===== src/rtl/oml_pkg.sv =====
package oml_pkg;
    localparam int unsigned X_W      = 5;
    localparam int unsigned LOW_W    = X_W - 1;
    localparam int unsigned SHAMT_W  = 2;
    localparam int unsigned TBL_WORDS = 9;
    localparam int unsigned SLOT_W   = 4;

    typedef logic [SHAMT_W-1:0] shamt_t;
    typedef logic [LOW_W-1:0]   low_t;
    typedef logic [SLOT_W-1:0]  slot_t;
endpackage


===== src/rtl/oml_addr_gen.sv =====
module oml_addr_gen
    import oml_pkg::*;
(
    input  low_t   low_bits,
    output shamt_t shamt,
    output slot_t  slot
);
    logic s0, s1;
    low_t odd_part;

    always_comb begin
        s1       = ~(low_bits[0] | low_bits[1]);
        s0       = ~(low_bits[0] | ~(low_bits[1] | ~low_bits[2]));
        shamt    = {s1, s0};
        odd_part = low_bits >> shamt;
        if (odd_part == '0) begin
            slot = '0;
        end else begin
            slot = slot_t'({1'b0, odd_part[LOW_W-1:1]}) + slot_t'(1);
        end
    end
endmodule


===== src/rtl/oml_odd_table.sv =====
module oml_odd_table
    import oml_pkg::*;
#(
    parameter int unsigned COEF_W = 8,
    parameter logic [COEF_W-1:0] COEF = 8'd173
) (
    input  slot_t               slot,
    output logic [COEF_W+3:0]   entry
);
    localparam int unsigned ENTRY_W = COEF_W + 4;

    logic [ENTRY_W-1:0] words [TBL_WORDS];

    for (genvar g = 0; g < int'(TBL_WORDS); g++) begin : g_word
        if (g == 0) begin : g_zero
            assign words[g] = '0;
        end else begin : g_odd
            assign words[g] = ENTRY_W'(COEF) * ENTRY_W'(2 * g - 1);
        end
    end

    always_comb begin
        entry = '0;
        for (int i = 0; i < int'(TBL_WORDS); i++) begin
            if (slot == slot_t'(i)) entry = words[i];
        end
    end
endmodule


===== src/rtl/oml_shift_add.sv =====
module oml_shift_add
    import oml_pkg::*;
#(
    parameter int unsigned COEF_W = 8,
    parameter logic [COEF_W-1:0] COEF = 8'd173
) (
    input  logic [COEF_W+3:0] entry,
    input  shamt_t            shamt,
    input  logic              msb,
    output logic [COEF_W+4:0] prod
);
    localparam int unsigned PROD_W = COEF_W + 5;

    logic [PROD_W-1:0] shifted;
    logic [PROD_W-1:0] bias;

    always_comb begin
        shifted = PROD_W'(entry) << shamt;
        bias    = msb ? (PROD_W'(COEF) << LOW_W) : '0;
        prod    = shifted + bias;
    end
endmodule


===== src/rtl/odd_lut_mul.sv =====
module odd_lut_mul
    import oml_pkg::*;
#(
    parameter int unsigned COEF_W = 8,
    parameter logic [COEF_W-1:0] COEF = 8'd173
) (
    input  logic              clk,
    input  logic              rst_n,
    input  logic              in_valid,
    input  logic [4:0]        in_x,
    output logic              out_valid,
    output logic [COEF_W+4:0] out_prod
);
    localparam int unsigned PROD_W  = COEF_W + 5;
    localparam int unsigned ENTRY_W = COEF_W + 4;

    typedef struct packed {
        logic              vld;
        logic [PROD_W-1:0] prod;
    } stage_t;

    stage_t st_d, st_q;

    shamt_t             shamt;
    slot_t              slot;
    logic [ENTRY_W-1:0] entry;
    logic [PROD_W-1:0]  prod_c;

    oml_addr_gen u_addr (
        .low_bits (in_x[LOW_W-1:0]),
        .shamt    (shamt),
        .slot     (slot)
    );

    oml_odd_table #(.COEF_W(COEF_W), .COEF(COEF)) u_tbl (
        .slot  (slot),
        .entry (entry)
    );

    oml_shift_add #(.COEF_W(COEF_W), .COEF(COEF)) u_sa (
        .entry (entry),
        .shamt (shamt),
        .msb   (in_x[X_W-1]),
        .prod  (prod_c)
    );

    always_comb begin
        st_d     = st_q;
        st_d.vld = in_valid;
        if (in_valid) st_d.prod = prod_c;
    end

    always_ff @(posedge clk or negedge rst_n) begin
        if (!rst_n) st_q <= '0;
        else        st_q <= st_d;
    end

    assign out_valid = st_q.vld;
    assign out_prod  = st_q.prod;
endmodule


===== config.mk =====
export PLATFORM = sky130hd
export DESIGN_NAME = odd_lut_mul
export DESIGN_NICKNAME = d
export VERILOG_FILES = /design/src/rtl/oml_pkg.sv /design/src/rtl/oml_addr_gen.sv /design/src/rtl/oml_odd_table.sv /design/src/rtl/oml_shift_add.sv /design/src/rtl/odd_lut_mul.sv
export SDC_FILE = /design/constraint.sdc
export NUM_CORES = 1
export LEC_CHECK = 0
export BUFFER_PORTS_ARGS = -buffer_cell sky130_fd_sc_hd__buf_2
export CORE_MARGIN = 2
export CORE_UTILIZATION = 59
export CTS_BUF_LIST = sky130_fd_sc_hd__clkbuf_4 sky130_fd_sc_hd__clkbuf_8
export DETAILED_ROUTE_END_ITERATION = 16
export PLACE_DENSITY = 0.81
export SLEW_MARGIN = 40
export SYNTH_ARGS = -nofsm -noshare
export SYNTH_HDL_FRONTEND = slang
export SYNTH_HIERARCHICAL = 1
export SYNTH_SLANG_ARGS = --single-unit

===== constraint.sdc =====
create_clock -name clk -period 1.19 [get_ports clk]
set_clock_uncertainty 0.2 [all_clocks]
set_input_delay 0.238 -clock clk [delete_from_list [all_inputs] [get_ports clk]]
set_output_delay 0.238 -clock clk [all_outputs]
set_load 0.1 [all_outputs]

==> impl_metrics.toml, run 1 <==
[yosys]
syn-mean-instance-area_sq_um = 10.09
postSynthRegisterBits = 14
total_nets_after_synthesis = 156
mappedNetlistArea_sq_um = 1423
postSynthCellCount = 141
netlist_top_cells_area = "sky130_fd_sc_hd__dfrtp_1 (25%), sky130_fd_sc_hd__mux2_4 (11%), sky130_fd_sc_hd__mux4_2 (7.9%)"
synth_flop_cell = "sky130_fd_sc_hd__dfrtp_1"
seq_area_frac_synth_pct = 24.63
synth_enable_flop_cells = 0
synthesis.yosys.warnings = 6
yosysUniqueCellTypes = 44
post-synth-top-area-fraction_pct = 24.63
synthMostInstantiatedCell = "sky130_fd_sc_hd__dfrtp_1"
ys_async_sr_fraction_pct = 100.0
synthDominantAreaCellType = "sky130_fd_sc_hd__dfrtp_1"
post_synth_most_frequent_cells = "sky130_fd_sc_hd__dfrtp_1 (14), sky130_fd_sc_hd__nor2_1 (13), sky130_fd_sc_hd__a21oi_1 (10), sky130_fd_sc_hd__mux2_4 (10), sky130_fd_sc_hd__nand2_1 (9)"

[status]
outcome = "stopped before the end"
tool.error = "[ERROR DPL-0038] Utilization greater than 100%, impossible to legalize"
lastStage = "clock tree synthesis"

[clocking]
clkSinkCount = 14
cts_hold_buffers = 1
cts-buffers-inserted = 3
maximum_root_to_sink_buffer_count = 2
postCtsResizedCells = 37
h-tree-depth = 1
cts_post_setup_buffers_inserted = 29
clock-root-buffer = "sky130_fd_sc_hd__clkbuf_4"

[floorplanning]
chipHeight_um = 53.11
die-width_um = 53.11
placementRows = 17
initial_utilization_pct = 63.10
boundary_pins = 22

[place]
postPlaceCellArea_sq_um = 2131
gp_congestion = 0.8601
hpwlAfterDp_mm = 4.222
preCtsSetupSlack_ps = -2879
io_buffer_count = 21
[logic make-up after synthesis]
group / Yosys count / share of synthesized area, %
flip-flops: 14 / 24.63
multiplexers: 24 / 25.15
buffers and inverters: 15 / 6.947
AO/OA/AOI/OAI: 31 / 15.39
AND/OR/NAND/NOR: 40 / 15.57
adder cells (fa/ha/maj): 7 / 6.156
XOR/XNOR: 10 / 6.156
[per-stage QoR]
step | util (%) | TNS, ps | cells | hold WS (ps)
3_3_place_gp | 94.51 | -25560 | 226 | -62.72
2_1_floorplan | - | -25300 | 141 | -257.6
3_5_place_dp | 94.51 | -28620 | 226 | -47.07
==> run 2, diff against run 1 <==
- CORE_AREA: not set -> 2 2 63 65
- CORE_MARGIN: 2 -> not set
- CORE_UTILIZATION: 59 -> not set
- CTS_BUF_LIST: sky130_fd_sc_hd__clkbuf_4 sky130_fd_sc_hd__clkbuf_8 -> not set
- DIE_AREA: not set -> 0 0 65 67
- PLACE_DENSITY: 0.81 -> not set
- PLACE_DENSITY_LB_ADDON: not set -> 0.15
==> impl_metrics.toml, run 2 <==
[status]
violations = "negative setup slack"
outcome = "finished with violations"

[finish]
area_growth_pct = 70.01
final_cell_mix = "sky130_fd_sc_hd__buf_4 (57), sky130_fd_sc_hd__buf_12 (15), sky130_fd_sc_hd__dfrtp_2 (13)"
antennaDiodeCount = 0
layoutNonFillerInstCount = 262
drive_above_1_share_pct = 68.69
final_common_cell = "sky130_fd_sc_hd__buf_4"
largest_register_ff_count = 13
fin_nets = 230
fillCellCount = 278

[critical_path]
path_class = "in -> reg"
critical_path.startpoint_type = "input port"
path_cells = "buf_6 > and2b_2 > o21a_1 > ha_4 > and3_4 > a211oi_4 > buf_6 > nor2_4 > xor2_1 > nor2_1 > mux4_2 > ha_4 > ha_4 > a21o_1 > a21oi_2 > o21bai_2 > a41oi_2 > xnor2_1 > mux2_4"
arrival_ps = 3450
required_ps = 1120
critical-path-top-cell-by-count = "sky130_fd_sc_hd__ha_4"
r2r_cells = 3
critical_path.top_delay_family = "compound AO/OA/AOI/OAI gates"
worst-path-stages = 19
end_kind = "flop"
buffers_inverters_on_critical_path = 2
critical_path.max_fanout = 6
worst_path_cell_with_the_longest_stage_delay = "sky130_fd_sc_hd__mux4_2"
cpPeakStageDelay_ps = 500

[route]
vias = 1352
drt_wl_total_mm = 3.769
antenna_violating_nets_post_route = 0
detailedRoute.firstPassIterationCount = 4
vias_per_cell = 5.160
route.detailed.drc = 0
drt_iter0_drc = 51
route.detailed.wl_per_inst_um = 14.39

[sta]
worst_tran_pin_value_ps = 388.5
final_critical_path_setup_slack_ps = -2328
timing.fmax_ghz = 0.2843
fin_crit_ps = 3518
relSlewSlack_pct = 73.90
timing.final.crit_share_pct = 295.6
whs_ps = 117.0
setup_viol = 27
final_max_slew_viol_count = 0
rsz0062_at_grt = "yes"
hold_viol_final = 0

[floorplanning]
dieArea_sq_um = 4355
initial_utilization_pct = 39.45
chipHeight_um = 67
boundary_pins = 22
die-width_um = 65
core-area_sq_um = 3606
placementRows = 22

[grt]
antenna_found_initial = 0
overflow = 0
grt_usage_pct = 19.50
grt_pass1_vias = 1495
grt_start_max_net_pins = 15
grt_first_pass_wirelength_mm = 6.582

[yosys]
postSynthRegisterBits = 14
synth-compound-area-share_pct = 15.39
post_synth_most_frequent_cells = "sky130_fd_sc_hd__dfrtp_1 (14), sky130_fd_sc_hd__nor2_1 (13), sky130_fd_sc_hd__a21oi_1 (10), sky130_fd_sc_hd__mux2_4 (10), sky130_fd_sc_hd__nand2_1 (9)"
synthMostInstantiatedCell = "sky130_fd_sc_hd__dfrtp_1"
synthMuxAreaShare_pct = 25.15
synth-adder-area-share_pct = 6.157
seq_area_frac_synth_pct = 24.63
total_nets_after_synthesis = 156
ys_async_sr_fraction_pct = 100.0
synth-xor-area-share_pct = 6.157
mappedNetlistArea_sq_um = 1423
synth_top_family_by_area = "multiplexers"
synth_enable_flop_cells = 0
post-synth-top-area-fraction_pct = 24.63
synthesis.yosys.warnings = 6
yosysUniqueCellTypes = 44
syn-mean-instance-area_sq_um = 10.09
synth_flop_cell = "sky130_fd_sc_hd__dfrtp_1"
postSynthCellCount = 141
netlist_top_cells_area = "sky130_fd_sc_hd__dfrtp_1 (25%), sky130_fd_sc_hd__mux2_4 (11%), sky130_fd_sc_hd__mux4_2 (7.9%)"
synthDominantAreaCellType = "sky130_fd_sc_hd__dfrtp_1"
synth-simple-area-share_pct = 15.57

[place]
placedCellCount = 248
hpwlAfterDp_mm = 2.860
preCtsSetupSlack_ps = -2660
io_buffer_count = 21
gp_congestion = 0.9391

[power_and_ir_drop]
power_frac_comb_pct = 71.1
sequentialPowerShare_pct = 18.5
power_frac_clock_pct = 10.4
p_sw_share_pct = 46.67
post-layout-total-power_mw = 4.392
netSwitchingPower_mw = 2.049
powerDensity_nw_per_um2 = 1816
vdd_drop_max_mv = 1.060
power.static_leakage_nw = 1.086
internal_power_mw = 2.342

[clocking]
h-tree-depth = 1
clkSinkCount = 14
maximum_root_to_sink_buffer_count = 2
cts-buffers-inserted = 3
clock-root-buffer = "sky130_fd_sc_hd__clkbuf_8"
cts_tree = "done"
insertion_delay_ps = 240
clk_transition_reported_paths_ps = 60

[min_path]
min_delay_path_depth = 2
timing.hold.worst.class = "in -> reg"

[flow_run]
max-cap-violations = 0
## run 2: cell counts after synthesis
Identical to the previous run, type by type.
## run 2: logic make-up after synthesis
logic type	Yosys count
buf+inv	15
mux	24
simple gates	40
flops	14
xor+xnor	10
compound gates	31
fa+ha+maj	7
## run 2: area by class of cell
| type | count | area [sq um] | share of cell area (%) |
|---|---|---|---|
| clock buffer | 4 | 55.05 | 2.276 |
| inverter | 3 | 11.26 | 0.4656 |
| multi-input combinational | 112 | 1129 | 46.66 |
| sequential | 14 | 366.6 | 15.16 |
| tap | 48 | 60.06 | 2.483 |
| timing repair buffer | 81 | 797.0 | 32.95 |
## run 2: metal layers
metal	part of all wire, %	up-vias	global-route usage, %
met2	57	30	38.40
met1	38	661	20.98
met5	0	-	0
met4	2.1	0	4.787
met3	3.1	6	4.054
li1	-	655	-
## run 2: stage by stage
step | instance area, sq um | setup TNS (ps) | utilization, %
final | 2419 | -24630 | 67.07
after detailed placement | 2171 | -26920 | 60.20
after global routing | 2419 | -26440 | 67.07
after floorplan | 1501 | -25300 | -
after global placement | 2171 | -26290 | 60.20
after CTS | 2431 | -25940 | 67.42
## run 2: path summary, 6_finish.rpt
kind	from	endpoint	slack [ps]
worst max register to register	out_prod[12]	out_prod[12]	-90
worst min-delay path	in_valid	out_valid	120
worst max-delay path	in_x[0]	out_prod[12]	-2330
min in group asynchronous	rst_n	out_prod[11]	220
worst min register to register	out_prod[5]	out_prod[5]	350
max in group asynchronous	rst_n	out_prod[0]	300
## run 2: power by group through the flow
stage          Combinational [mW]  Sequential (mW)  Clock [mW]
2_1_floorplan               0.804             1.79           0
3_3_place_gp                 2.86            0.812           0
3_5_place_dp                 2.91            0.820           0
4_1_cts                      3.14            0.807       0.468
5_1_grt                      3.27            0.830       0.492
6_report                     3.12            0.811       0.457
## run 2: timing repair
item | in CTS | in global routing
hold buffers | 1 | 0
endpoints found under the setup margin | 27 | 27
cloned | 0 | 0
buffers inserted | 16 | 5
pin swaps | 15 | 8
endpoints found under the hold margin | 14 | 0
resized for setup | 18 | 14
Note: power is estimated with default switching activity, not from simulation.
